`src/rtl/acc_cpu_pkg.sv`:
```
package acc_cpu_pkg;

    typedef enum logic [3:0] {
        OP_HALT = 4'd0,
        OP_LDA  = 4'd1,
        OP_STA  = 4'd2,
        OP_ADD  = 4'd3,
        OP_SUB  = 4'd4,
        OP_LDX  = 4'd5,
        OP_DECX = 4'd6,
        OP_BRP  = 4'd7,
        OP_BRPX = 4'd8,
        OP_OUT  = 4'd9
    } opcode_e;

    typedef enum logic [2:0] {
        MD_DIR = 3'd0,
        MD_IMM = 3'd1,
        MD_IND = 3'd2,
        MD_IDX = 3'd3,
        MD_REL = 3'd4
    } amode_e;

    typedef enum logic [3:0] {
        S_FETCH, S_IWAIT, S_ILOAD, S_ADDR,
        S_PWAIT, S_PLOAD, S_OWAIT, S_OLOAD,
        S_EXEC,  S_HALT
    } cpu_state_e;

    function automatic logic needs_addr(input logic [3:0] op);
        return op inside {OP_LDA, OP_STA, OP_ADD, OP_SUB, OP_LDX, OP_BRP, OP_BRPX};
    endfunction

    function automatic logic reads_opnd(input logic [3:0] op);
        return op inside {OP_LDA, OP_ADD, OP_SUB, OP_LDX};
    endfunction

endpackage

```
`src/rtl/acc_ea_gen.sv`:
```
module acc_ea_gen #(
    parameter int ADDR_W = 9,
    parameter int MODE_W = 3
) (
    input  logic [MODE_W-1:0] mode,
    input  logic [ADDR_W-1:0] field,
    input  logic [ADDR_W-1:0] x_low,
    input  logic [ADDR_W-1:0] pc,
    output logic [ADDR_W-1:0] ea
);
    import acc_cpu_pkg::*;

    always_comb begin
        case (mode)
            MD_IDX:  ea = field + x_low;
            MD_REL:  ea = field + pc;
            default: ea = field;
        endcase
    end
endmodule

```
`src/rtl/acc_exec_unit.sv`:
```
module acc_exec_unit #(
    parameter int DATA_W = 16
) (
    input  logic [3:0]        op,
    input  logic [DATA_W-1:0] acc,
    input  logic [DATA_W-1:0] x,
    input  logic [DATA_W-1:0] opnd,
    output logic [DATA_W-1:0] acc_nx,
    output logic [DATA_W-1:0] x_nx,
    output logic              acc_we,
    output logic              x_we,
    output logic              take_br,
    output logic              do_store,
    output logic              do_out,
    output logic              do_halt
);
    import acc_cpu_pkg::*;

    always_comb begin
        acc_nx   = acc;
        x_nx     = x;
        acc_we   = 1'b0;
        x_we     = 1'b0;
        take_br  = 1'b0;
        do_store = 1'b0;
        do_out   = 1'b0;
        do_halt  = 1'b0;
        case (op)
            OP_LDA:  begin acc_nx = opnd;       acc_we = 1'b1; end
            OP_ADD:  begin acc_nx = acc + opnd; acc_we = 1'b1; end
            OP_SUB:  begin acc_nx = acc - opnd; acc_we = 1'b1; end
            OP_LDX:  begin x_nx = opnd;         x_we = 1'b1;   end
            OP_DECX: begin x_nx = x - 1'b1;     x_we = 1'b1;   end
            OP_STA:  do_store = 1'b1;
            OP_BRP:  take_br = ~acc[DATA_W-1];
            OP_BRPX: take_br = ~x[DATA_W-1];
            OP_OUT:  do_out = 1'b1;
            OP_HALT: do_halt = 1'b1;
            default: ;
        endcase
    end
endmodule

```
`src/rtl/acc_mode_cpu.sv`:
```
module acc_mode_cpu #(
    parameter int DATA_W = 16,
    parameter int ADDR_W = 9
) (
    input  logic              clk,
    input  logic              rst_n,
    output logic [ADDR_W-1:0] mem_addr,
    output logic              mem_we,
    output logic [DATA_W-1:0] mem_wdata,
    input  logic [DATA_W-1:0] mem_rdata,
    output logic              out_valid,
    output logic [DATA_W-1:0] out_data,
    output logic              halted
);
    import acc_cpu_pkg::*;

    localparam int OP_W   = 4;
    localparam int MODE_W = 3;
    localparam int OP_LSB = DATA_W - OP_W;
    localparam int SEXT_W = DATA_W - ADDR_W;

    cpu_state_e state_q, state_d;
    logic [ADDR_W-1:0] pc, mar, ea;
    logic [DATA_W-1:0] mdr, ir, acc, x, opnd;
    logic [3:0]        op;
    logic [MODE_W-1:0] mode;
    logic [ADDR_W-1:0] field;
    logic [DATA_W-1:0] acc_nx, x_nx;
    logic acc_we, x_we, take_br, do_store, do_out, do_halt;

    assign op    = ir[OP_LSB +: OP_W];
    assign mode  = ir[ADDR_W +: MODE_W];
    assign field = ir[ADDR_W-1:0];
    assign opnd  = (mode == MD_IMM) ? {{SEXT_W{field[ADDR_W-1]}}, field} : mdr;

    acc_ea_gen #(.ADDR_W(ADDR_W), .MODE_W(MODE_W)) u_ea (
        .mode(mode), .field(field), .x_low(x[ADDR_W-1:0]), .pc(pc), .ea(ea)
    );

    acc_exec_unit #(.DATA_W(DATA_W)) u_exec (
        .op(op), .acc(acc), .x(x), .opnd(opnd),
        .acc_nx(acc_nx), .x_nx(x_nx), .acc_we(acc_we), .x_we(x_we),
        .take_br(take_br), .do_store(do_store), .do_out(do_out), .do_halt(do_halt)
    );

    // state register
    always_ff @(posedge clk) begin
        if (!rst_n) state_q <= S_FETCH;
        else        state_q <= state_d;
    end

    // transitions
    always_comb begin
        state_d = state_q;
        unique case (state_q)
            S_FETCH: state_d = S_IWAIT;
            S_IWAIT: state_d = S_ILOAD;
            S_ILOAD: state_d = S_ADDR;
            S_ADDR: begin
                if (!needs_addr(op))                         state_d = S_EXEC;
                else if (mode == MD_IND)                     state_d = S_PWAIT;
                else if (reads_opnd(op) && mode != MD_IMM)   state_d = S_OWAIT;
                else                                         state_d = S_EXEC;
            end
            S_PWAIT: state_d = S_PLOAD;
            S_PLOAD: state_d = reads_opnd(op) ? S_OWAIT : S_EXEC;
            S_OWAIT: state_d = S_OLOAD;
            S_OLOAD: state_d = S_EXEC;
            S_EXEC:  state_d = do_halt ? S_HALT : S_FETCH;
            S_HALT:  state_d = S_HALT;
            default: state_d = S_FETCH;
        endcase
    end

    // datapath registers and registered outputs
    always_ff @(posedge clk) begin
        if (!rst_n) begin
            pc <= '0; mar <= '0; mdr <= '0; ir <= '0;
            acc <= '0; x <= '0;
            out_valid <= 1'b0; out_data <= '0; halted <= 1'b0;
        end else begin
            out_valid <= 1'b0;
            unique case (state_q)
                S_FETCH: mar <= pc;
                S_ILOAD: begin ir <= mem_rdata; mdr <= mem_rdata; end
                S_ADDR:  mar <= ea;
                S_PLOAD: begin mar <= mem_rdata[ADDR_W-1:0]; mdr <= mem_rdata; end
                S_OLOAD: mdr <= mem_rdata;
                S_EXEC: begin
                    if (acc_we) acc <= acc_nx;
                    if (x_we)   x   <= x_nx;
                    if (do_halt)      halted <= 1'b1;
                    else if (take_br) pc <= mar;
                    else              pc <= pc + 1'b1;
                    if (do_out) begin
                        out_valid <= 1'b1;
                        out_data  <= acc;
                    end
                end
                default: ;
            endcase
        end
    end

    // memory side
    assign mem_addr  = mar;
    assign mem_we    = (state_q == S_EXEC) && do_store;
    assign mem_wdata = acc;


    fetch_addr_chk: assert property (@(posedge clk) disable iff (!rst_n)
        (state_q == S_IWAIT) |-> (mem_addr == pc));

    imm_no_read_chk: assert property (@(posedge clk) disable iff (!rst_n)
        (state_q == S_ADDR && mode == MD_IMM) |=> (state_q == S_EXEC));

    ind_extra_read_chk: assert property (@(posedge clk) disable iff (!rst_n)
        (state_q == S_ADDR && mode == MD_IND && needs_addr(op)) |=> (state_q == S_PWAIT));

    out_pulse_chk: assert property (@(posedge clk) disable iff (!rst_n)
        out_valid |=> !out_valid);

    halt_hold_chk: assert property (@(posedge clk) disable iff (!rst_n)
        halted |=> (halted && $stable(pc) && !mem_we && !out_valid));

    pc_step_chk: assert property (@(posedge clk) disable iff (!rst_n)
        (state_q == S_EXEC && !do_halt && !take_br) |=> (pc == ADDR_W'($past(pc) + 1'b1)));

    store_single_chk: assert property (@(posedge clk) disable iff (!rst_n)
        mem_we |=> !mem_we);
endmodule

```
`config.mk`:
```
export PLATFORM = sky130hd
export DESIGN_NAME = acc_mode_cpu
export DESIGN_NICKNAME = d
export VERILOG_FILES = /design/src/rtl/acc_cpu_pkg.sv /design/src/rtl/acc_ea_gen.sv /design/src/rtl/acc_exec_unit.sv /design/src/rtl/acc_mode_cpu.sv
export SDC_FILE = /design/constraint.sdc
export NUM_CORES = 1
export LEC_CHECK = 0
export BUFFER_PORTS_ARGS = -buffer_cell sky130_fd_sc_hd__buf_2
export CORE_MARGIN = 10
export CORE_UTILIZATION = 45
export CTS_CLUSTER_DIAMETER = 120
export DETAILED_ROUTE_END_ITERATION = 12
export GPL_TIMING_DRIVEN = 0
export HOLD_SLACK_MARGIN = 0.1
export PLACE_DENSITY = 0.76
export SYNTH_ARGS = -nofsm -noshare
export SYNTH_HDL_FRONTEND = slang
export SYNTH_SLANG_ARGS = --single-unit
export TNS_END_PERCENT = 20
```
`constraint.sdc`:
```
create_clock -name clk -period 3.7 [get_ports clk]
set_input_delay 0.555 -clock clk [delete_from_list [all_inputs] [get_ports clk]]
set_output_delay 0.555 -clock clk [all_outputs]
set_load 0.05 [all_outputs]
```
==> results.md, run 1 <==
- Status: finished, violations left
- Failing checks: setup timing
- DR WL/cell: 18.3 um
- Synth top area cells: dfxtp_1, a21oi_1, nand2_1
- Chip height: 141 um
- #FFs+latches synth: 104
- Mapped Area: 6600 um^2
- Final setup vio count: 1
- YS warnings: 0
- Crit Path Class: reg2reg
- Routability cong.: 0.947
- Final Hold Fails: 0
- Hold EP: ir[11]
- Largest net degree at the start of global routing: 17
- Reg-to-Reg End: mem_wdata[12]
- WP data arrival: 3.99 ns
- Antenna violations before repair: 0
- Root buffer cell: clkbuf_16
- HPWL after DPL: 15100 um
- Total CTS buffers: 9
- Non-filler instance count after layout: 1131
- Port buffer count: 60
- Fmax: 269 MHz
- Critical R2R Launch: ir[10]
- Clock buffer depth: 2
- Worst slew pin tran: 0.989 ns
- Ports: 62
- Diode count: 0
- Die area: 19900 um^2
- Cells after Synth: 850
- Final min period: 3.72 ns
- Placement Setup Slack: -0.671 ns
- Pins over their slew limit: 0
- DR vias: 6685
- FF-to-FF path depth: 14
- Min-delay src: mem_rdata[11]
- Total congestion overflow: 0
- Most common cell in the netlist: nand2_1
- Final Cycle Share: 1.00
- Chip Width: 141 um
- Mean area per synthesized cell: 7.76 um^2
- Leak: 3.16 nW
- Pwr per Cell Area: 445 nW/um^2
- Vias in the first global route: 6155
- Placed instance count: 1094
- Startpoint Class: flop
- Hold Path Depth: 3
- Clock Latency Late Sink: 0.37 ns
- DRC Markers: 0
- Nets: 987
- Worst min-delay path category: in2reg
- Critical Path RT: 3.97 ns
- Main synth FF type: dfxtp_1
- Seq/Total Area, Yosys: 0.316
- CTS tree: done
- Area added between synthesis and finish: 18.8%
- Slew headroom: 0.335
- Syn nets: 895
- Number of synthesized flops with an enable pin: 0
- Setup crit end kind: flop
- Post-synth cell types: 74
- Clock skew: 0.00688 ns
- First-pass DRT Iterations: 6
- Via/cell ratio: 5.91
- Site row count: 44
- Layout fillers: 1349
- Core area: 14400 um^2
- Synth top area share: 0.316
- Max cap viols: 0
- Clock transition at path regs: 0.07 ns
- Cell taking the most area after synthesis: dfxtp_1
- Final wirelength: 20700 um
- Most frequent cells after synthesis: nand2_1, dfxtp_1, a21oi_1, nor2_1, clkbuf_1
- Htree depth: 3
- Layout cells sized above 1: 0.172
- RSZ-0062 raised after global routing: yes
- Starting Density: 0.457
- Post-synth ARST share: 0
- First-pass GRT wire length: 32400 um
- Worst reg-to-reg setup slack: -0.02 ns
- VDD IR-drop max: 254 uV
- GRT Total Usage: 0.198
- Iteration-0 DRC Markers: 723
- Post-CTS Hold Buffers: 0
- Setup ws final: -0.0163 ns
- Total clock sinks: 104
- Routed Antenna Nets: 0
- Crit-path max FO: 8
[per-layer routing]
| metal | track usage | vias to the layer above | share of wire |
|---|---|---|---|
| met5 | 0 | - | 0 |
| met4 | 0.0848 | 0 | 0.037 |
| met2 | 0.319 | 275 | 0.46 |
| met3 | 0.0511 | 54 | 0.084 |
| met1 | 0.243 | 3128 | 0.42 |
| li1 | - | 3228 | - |
[final cells by class]
cell class                      count  area [um^2]  share of cell area
Multi-Input combinational cell    681         4430               0.565
Sequential cell                   104         2090               0.267
Timing Repair Buffer               81          464              0.0592
Buffer                             53          288              0.0367
Clock buffer                       12          267              0.0340
Tap cell                          184          230              0.0294
Inverter                           12         47.5             0.00606
Clock inverter                      4         26.3             0.00335
[how the worst max path moves through the flow]
stage | start | endpoint | slack [ns] | cells after the start
after global routing | ir[10] | mem_wdata[15] | -0.12 | 16
final | ir[10] | mem_wdata[12] | -0.02 | 14
after global placement | ir[9] | mem_wdata[12] | -0.60 | 14
after detailed placement | ir[9] | mem_wdata[12] | -0.67 | 14
after floorplan | ir[9] | mem_wdata[12] | 0.03 | 14
after CTS | ir[11] | mem_wdata[12] | -0.03 | 14
[sequential cells by signal, indices dropped and copies added (netlist names)]
| signal | cells |
|---|---|
| out_valid | 1 |
| mem_wdata | 16 |
| pc | 9 |
| state_q | 4 |
| out_data | 16 |
| halted | 1 |
| x | 16 |
| mdr | 16 |
| mem_addr | 9 |
| ir | 16 |
[through the flow]
stage | TNS [ns] | total power [mW] | hold slack (ns) | util | cell area [um^2]
floorplan | 0 | 2.12 | 0.444 | - | 6600
global placement | -1.88 | 2.36 | 0.433 | 0.494 | 7130
detailed placement | -2.25 | 2.37 | 0.437 | 0.494 | 7130
CTS | -0.0326 | 3.39 | 0.427 | 0.530 | 7650
global route | -0.398 | 3.66 | 0.437 | 0.544 | 7840
finish | -0.0163 | 3.49 | 0.425 | 0.544 | 7840
[power breakdown]
| part | switching [mW] | internal (mW) | total [mW] |
|---|---|---|---|
| logic | 0.764 | 0.544 | 1.31 |
| clock network | 0.442 | 0.512 | 0.954 |
| registers | 0.0582 | 1.17 | 1.23 |
[timing repair]
item                                    in CTS  in global routing
pin swaps                                    8                 11
endpoints found under the setup margin       7                  6
gates cloned                                 1                  0
buffers inserted                            12                  8
resized for setup                           26                 28
[cells by family (layout without fill, tap and decap cells)]
group	after synthesis	after routing	share of synthesized area
AOI/OAI and AO/OA	276	276	0.263
muxes	36	36	0.0559
xor gates and xnor gates	34	34	0.0451
and+or+nand+nor	308	308	0.221
adders and majority gates	27	27	0.0535
buffers and inverters	65	162	0.0466
DFF	104	104	0.316
[cell usage in the layout (no fill, tap or decap), types with 5 or more instances in the layout]
| cell type | count |
|---|---|
| nand2_1 | 124 |
| dfxtp_1 | 101 |
| a21oi_1 | 90 |
| nor2_1 | 76 |
| buf_2 | 68 |
| clkbuf_1 | 34 |
| o21ai_0 | 34 |
| o21ai_1 | 30 |
| ha_1 | 24 |
| mux2i_1 | 23 |
| buf_4 | 23 |
| a21boi_1 | 21 |
| xnor2_1 | 18 |
| nor3_1 | 16 |
| xor2_1 | 15 |
| nor2b_1 | 12 |
| nand3_1 | 11 |
| and2_1 | 11 |
| clkbuf_16 | 10 |
| inv_1 | 9 |
| o21a_1 | 9 |
| o22ai_1 | 9 |
| or3_1 | 8 |
| o211ai_1 | 8 |
| a211oi_1 | 7 |
| nor3b_1 | 7 |
| and3_1 | 6 |
| mux2_2 | 6 |
| a31oi_1 | 5 |
| o31ai_1 | 5 |
| a21o_1 | 5 |
| clkbuf_8 | 5 |
| o221a_1 | 5 |
[critical path, stage by stage (launching register included)]
cell and delay (ns):
dfxtp_4 0.37, or3b_4 0.46, buf_12 0.18, clkbuf_16 0.16, mux2i_4 0.20, inv_4 0.13, nand2_4 0.07, xnor2_4 0.15
fa_2 0.38, a211o_1 0.33, a211oi_4 0.28, o32ai_2 0.14, o21ai_1 0.17, mux2_4 0.33, a221oi_4 0.29
(Power assumes the default switching activity.)
==> run 2: changes to the inputs <==
--- a/config.mk
+++ b/config.mk
@@ -7,12 +7,12 @@
 export LEC_CHECK = 0
 export BUFFER_PORTS_ARGS = -buffer_cell sky130_fd_sc_hd__buf_2
 export CORE_MARGIN = 10
-export CORE_UTILIZATION = 45
+export CORE_UTILIZATION = 30
 export CTS_CLUSTER_DIAMETER = 120
 export DETAILED_ROUTE_END_ITERATION = 12
 export GPL_TIMING_DRIVEN = 0
 export HOLD_SLACK_MARGIN = 0.1
-export PLACE_DENSITY = 0.76
+export PLACE_DENSITY = 0.58
 export SYNTH_ARGS = -nofsm -noshare
 export SYNTH_HDL_FRONTEND = slang
 export SYNTH_SLANG_ARGS = --single-unit
==> run 2 against run 1 <==
  * The flow still finishes with violations (setup timing)
  * Critical path depth is 3 lower
  * First-iteration DRC count is 9.7% lower
  * Non-clock buffer count is 11 lower
  * Register-to-register slack hardly changed
  * Highest routed layer unchanged
  * Clock skew is 0.0049 ns higher
  * Maximum frequency is 0.28% lower
  * Die area is 42% higher
  * Worst setup slack worse by 0.010 ns
  * Final cell count is 7.5% higher
==> results.md, run 2 (synthesis gave the netlist of run 1 again) <==
- Routed Antenna Nets: 0 (unchanged)
- Area after DPL: 7250 um^2 (+1.7%)
- Critical Path RT: 3.98 ns (about the same)
- Total clock sinks: 104 (unchanged)
- Pwr per Cell Area: 461 nW/um^2 (+3.6%)
- Setup crit end kind: flop
- Fmax: 268 MHz (-0.28%)
- Final wirelength: 21800 um (+5.5%)
- Via/cell ratio: 5.38 (-9.0%)
- Final setup vio count: 1 (unchanged)
- Total CTS buffers: 9 (unchanged)
- First-pass DRT Iterations: 5 (-1)
- Chip Width: 168 um (+19%)
- Site row count: 54 (+23%)
- Worst min-delay path category: in2reg
- Clock skew: 0.0118 ns (+0.00494 ns)
- HPWL after DPL: 16500 um (+9.0%)
- Failing checks: setup timing
- WP data arrival: 4.00 ns (about the same)
- Antenna violations before repair: 1 (+1)
- Detail Route met2 WL: 10000 um (+6.3%)
- Chip height: 168 um (+19%)
- RSZ-0062 raised after global routing: yes
- Ports: 62 (unchanged)
- Commonest non-fill, non-tap cells in the layout: nand2_1, dfxtp_1, a21oi_1
- Clock Latency Late Sink: 0.37 ns (about the same)
- Pins over their slew limit: 0 (unchanged)
- DR vias: 6537 (-2.2%)
- Setup_tns: -0.0266 ns (-0.0103 ns)
- Clock buffer depth: 2 (unchanged)
- Top layer used by detailed routing: met4
- Crit-path max FO: 8 (unchanged)
- Status: finished, violations left
- Starting Density: 0.303 (-0.154)
- CTS tree: done
- Commonest non-fill, non-tap cell in the layout: nand2_1
- Layout fillers: 2290 (+70%)
- Root buffer cell: clkbuf_16
- Final Cell Area: 7840 um^2 (about the same)
- DRC Markers: 0 (unchanged)
- Total congestion overflow: 0 (unchanged)
- Nets: 976 (-1.1%)
- Slew headroom: 0.316 (-0.0192)
- Met1 WL: 10300 um (+18%)
- Diode count: 0 (unchanged)
- Crit Path Class: reg2reg
- Worst slew pin tran: 1.02 ns (+0.0285 ns)
- GRT Total Usage: 0.150 (-0.0484)
- Startpoint Class: flop
- Final Cycle Share: 1.01 (+0.00278)
- Reg area: 2090 um^2 (-0.18%)
- Routability cong.: 0.922 (-2.6%)
- Largest net degree at the start of global routing: 18 (+1)
- Final Hold Fails: 0 (unchanged)
- First-pass GRT wire length: 34400 um (+6.3%)
- Core area: 21800 um^2 (+51%)
- Setup ws final: -0.0266 ns (-0.0103 ns)
- Final min period: 3.73 ns (+0.0103 ns)
- Leak: 3.11 nW (-1.5%)
- Layout cells sized above 1: 0.160 (-0.0119)
- Vias in the first global route: 6059 (-1.6%)
- WHS: 0.431 ns (+0.00568 ns)
- Max cap viols: 0 (unchanged)
- Multi-input gate area: 4370 um^2 (-1.3%)
- Port buffer count: 60 (unchanged)
- VDD IR-drop max: 227 uV (-11%)
- Die area: 28300 um^2 (+42%)
- Iteration-0 DRC Markers: 653 (-9.7%)
- Area added between synthesis and finish: 18.8% (about the same)
- DR WL met3: 1120 um (-36%)
- Htree depth: 3 (unchanged)
- Clock transition at path regs: 0.08 ns (about the same)
- DR WL/cell: 17.9 um (-1.9%)
==> run 2: changes by cell type in the layout (fill, tap and decap cells not counted), sizes merged <==
cell,before,now
bufinv,0,2
clkbuf,51,48
clkinv,3,1
inv,12,13
buf,95,86
==> run 2: routing by layer <==
layer | vias up | global-route usage
li1 | 3196 | -
met1 | 3139 | 0.199
met2 | 178 | 0.236
met3 | 24 | 0.0354
met4 | 0 | 0.0405
met5 | - | 0
==> run 2: worst max-delay path: stages (launching register included) <==
cell	delay (ns)
dfxtp_4	0.37
or3b_4	0.43
buf_12	0.17
mux2i_1	0.56
xnor2_2	0.17
fa_2	0.40
a211o_1	0.32
a211oi_4	0.28
o32ai_2	0.14
o21ai_1	0.18
mux2_4	0.32
a221oi_2	0.28
==> run 2: area by class of cell <==
class / instances / share of cell area
multi-input cells: 681 / 0.557
flip-flops and latches: 104 / 0.266
repair buffers: 70 / 0.0475
well taps: 280 / 0.0447
plain buffers: 53 / 0.0357
clock buffers: 11 / 0.0322
clock inverters: 5 / 0.0108
inverters: 12 / 0.00574
==> run 2: power breakdown <==
part | total [mW] | internal (mW) | switching [mW]
Sequential | 1.23 | 1.17 | 0.0578
Combinational | 1.28 | 0.522 | 0.756
Clock | 1.11 | 0.636 | 0.474
==> run 2: worst paths after layout <==
check / from / end / slack (ns) / cells past startpoint
worst max-delay path: ir[9] / mem_wdata[12] / -0.03 / 11
worst min-delay path: mem_rdata[9] / ir[9] / 0.43 / 3
worst max register to register: ir[9] / mem_wdata[12] / -0.03 / 11
worst min register to register: out_data[0] / out_data[0] / 0.45 / 2
==> run 2: per-stage QoR <==
step	worst slack, ns	power, mW	instances	util
after floorplan	0.0259	2.12	850	-
after global placement	-0.672	2.38	1190	0.333
after global routing	-0.125	3.79	1216	0.360
after detailed placement	-0.642	2.38	1190	0.333
after CTS	0.00241	3.57	1211	0.355
final	-0.0266	3.61	1216	0.360
==> run 2: what timing repair did <==
item / CTS / global route
setup endpoints to repair: 7 / 7
buffers inserted: 5 / 5
hold buffers: 0 / 0
pin swaps: 6 / 14
gates resized for setup: 24 / 18
==> run 3: changes to the inputs <==
--- a/config.mk
+++ b/config.mk
@@ -12,7 +12,7 @@
 export DETAILED_ROUTE_END_ITERATION = 12
 export GPL_TIMING_DRIVEN = 0
 export HOLD_SLACK_MARGIN = 0.1
-export PLACE_DENSITY = 0.58
+export PLACE_DENSITY = 0.48
 export SYNTH_ARGS = -nofsm -noshare
 export SYNTH_HDL_FRONTEND = slang
 export SYNTH_SLANG_ARGS = --single-unit
==> constraint.sdc (replaced) <==
create_clock -name clk -period 4.2 [get_ports clk]
set_input_delay 0.63 -clock clk [delete_from_list [all_inputs] [get_ports clk]]
set_output_delay 0.63 -clock clk [all_outputs]
set_load 0.05 [all_outputs]
==> run 3 against run 2 <==
  * The flow now finishes without violations
  * Design area is 2.9% lower
  * Register-to-register slack better by 0.35 ns
  * Count of clock-buffer cells in the layout is 1 lower
  * Final cell count is 0.99% lower
  * Largest cell class unchanged
  * Global-route usage is 0.70 points higher
==> results.md, run 3 (synthesis gave the netlist of run 1 again) <==
- Status: finished, final reports clean
- Critical Path RT: 4.47 ns (+0.49 ns)
- Fmax: 258 MHz (-3.9%)
- Hold Path Depth: 2 (-1)
- CP max-delay cell: or3b_4
- Nets: 965 (-1.1%)
- Area after DPL: 7250 um^2 (unchanged)
- Vias in the first global route: 5977 (-1.4%)
- Final Cycle Share: 0.923 (-0.0840)
- Placement Setup Slack: -0.177 ns (+0.464 ns)
- Commonest non-fill, non-tap cells in the layout: nand2_1, dfxtp_1, a21oi_1
- Postcts setup bufs: 0 (-5)
- Setup ws final: 0.322 ns (+0.349 ns)
- Layout cells sized above 1: 0.127 (-0.0336)
- Multi-input gate area: 4260 um^2 (-2.5%)
- Crit-path max FO: 19 (+11)
- Critical Path, Cell by Cell: or3b_4 -> buf_12 -> a21oi_2 -> nor2b_1 -> a21oi_2 -> o21ai_1 -> xnor2_1 -> ha_1 -> or3_1 -> a21oi_1 -> o32ai_1 -> o21ai_1 -> mux2_1 -> a221oi_1
- Final setup vio count: 0 (-1)
- Min-delay src: halted
- Core area: 21800 um^2 (unchanged)
- Total clock sinks: 104 (unchanged)
- Non-filler instance count after layout: 1204 (-0.99%)
- DR WL/cell: 18.7 um (+4.3%)
- DR vias: 6332 (-3.1%)
- Worst reg-to-reg setup slack: 0.32 ns (+0.35 ns)
- Slew headroom: 0.305 (-0.0108)
- Layout fillers: 2330 (+1.7%)
- Final min period: 3.88 ns (+0.151 ns)
- Final wirelength: 22500 um (+3.2%)
- Site row count: 54 (unchanged)
- Clock Latency Late Sink: 0.36 ns (about the same)
- Util after Layout: 0.350 (-0.0105)
- Iteration-0 DRC Markers: 483 (-26%)
- Starting Density: 0.303 (unchanged)
- Clock transition at path regs: 0.07 ns (about the same)
- Antenna violations before repair: 1 (unchanged)
- Area added between synthesis and finish: 15.4%
- Placed instance count: 1190 (unchanged)
- Clock buffer depth: 2 (unchanged)
- Clock skew: 0.0110 ns (-0.000789 ns)
- Routability cong.: 0.873 (-5.3%)
- Setup crit end kind: flop
- Total congestion overflow: 0 (unchanged)
- WP data arrival: 4.14 ns (+0.14 ns)
- HPWL after DPL: 17500 um (+6.3%)
- Diode count: 0 (unchanged)
- FF-to-FF path depth: 14 (+3)
- Final Cell Area: 7610 um^2 (-2.9%)
- RSZ-0062 raised after global routing: no
- Reg area: 2080 um^2 (-0.24%)
- Commonest non-fill, non-tap cell in the layout: nand2_1
- Port buffer count: 60 (unchanged)
- Reg-to-Reg End: mem_wdata[12]
- Via/cell ratio: 5.26 (-2.2%)
- Htree depth: 3 (unchanged)
- Crit Path Class: reg2reg
- VDD IR-drop max: 193 uV (-15%)
- Max cap viols: 0 (unchanged)
- DRC Markers: 0 (unchanged)
- Largest stage delay, worst path: 0.47 ns (-0.09 ns)
- GRT Total Usage: 0.157 (+0.00701)
- Root buffer cell: clkbuf_16
- Ports: 62 (unchanged)
- Total CTS buffers: 9 (unchanged)
- Hold EP: halted
- CTS tree: done
- Final Hold Fails: 0 (unchanged)
- Startpoint Class: flop
- Routed Antenna Nets: 0 (unchanged)
- Chip Width: 168 um (unchanged)
- Pwr per Cell Area: 399 nW/um^2 (-13%)
- First-pass DRT Iterations: 5 (unchanged)
- Largest net degree at the start of global routing: 20 (+2)
- Die area: 28300 um^2 (unchanged)
- Leak: 3.03 nW (-2.8%)
- Worst min-delay path category: reg2reg
- WHS: 0.448 ns (+0.0167 ns)
- Critical R2R Launch: ir[9]
- Pins over their slew limit: 0 (unchanged)
- First-pass GRT wire length: 35500 um (+3.3%)
- Worst slew pin tran: 1.03 ns (+0.0161 ns)
- Chip height: 168 um (unchanged)
-- run 3: final cells by class --
type,count,area share
multi-input cells,681,0.559
flip-flops and latches,104,0.273
well taps,280,0.0460
repair buffers,60,0.0394
plain buffers,52,0.0340
clock buffers,10,0.0314
clock inverters,5,0.0107
inverters,12,0.00592
-- run 3: critical path: cells and delay by family (launching register included) --
kind	cells	cell delay [ns]
xor gates and xnor gates	1	0.15
AOI/OAI and AO/OA	7	1.39
adders and majority gates	1	0.35
buffers and inverters	1	0.19
and+or+nand+nor	3	0.96
DFF	1	0.41
muxes	1	0.34
-- run 3: worst max-delay path by stage --
stage	start	end	slack, ns	depth (start not counted)
floorplan	ir[9]	mem_wdata[12]	0.53	14
global placement	ir[9]	mem_wdata[12]	-0.23	14
detailed placement	ir[9]	mem_wdata[12]	-0.18	14
CTS	ir[9]	mem_wdata[12]	0.09	13
global route	ir[9]	mem_wdata[12]	0.06	14
finish	ir[9]	mem_wdata[12]	0.32	14
-- run 3: per-stage QoR --
stage	setup TNS [ns]	total power, mW
global route	0	3.23
CTS	0	3.06
floorplan	0	1.87
detailed placement	-0.177	2.10
global placement	-0.247	2.11
finish	0	3.04
-- run 3: per-layer routing --
metal / track usage / up-vias / wire [um] / share of wire
met4: 0.0337 / 0 / 263 / 0.012
met3: 0.0375 / 21 / 1200 / 0.053
li1: - / 3188 / - / -
met5: 0 / - / 0 / 0
met2: 0.256 / 141 / 10500 / 0.47
met1: 0.204 / 2982 / 10500 / 0.47
-- run 3: report_power, final --
part	switching [mW]	internal [mW]	leakage, nW
Combinational	0.622	0.402	2.03
Sequential	0.0494	1.03	0.842
Clock	0.398	0.536	0.155
-- run 3: what timing repair did --
item | CTS | global route
endpoints found under the setup margin | 2 | 3
resized for setup | 2 | 8
hold buffers | 0 | 0
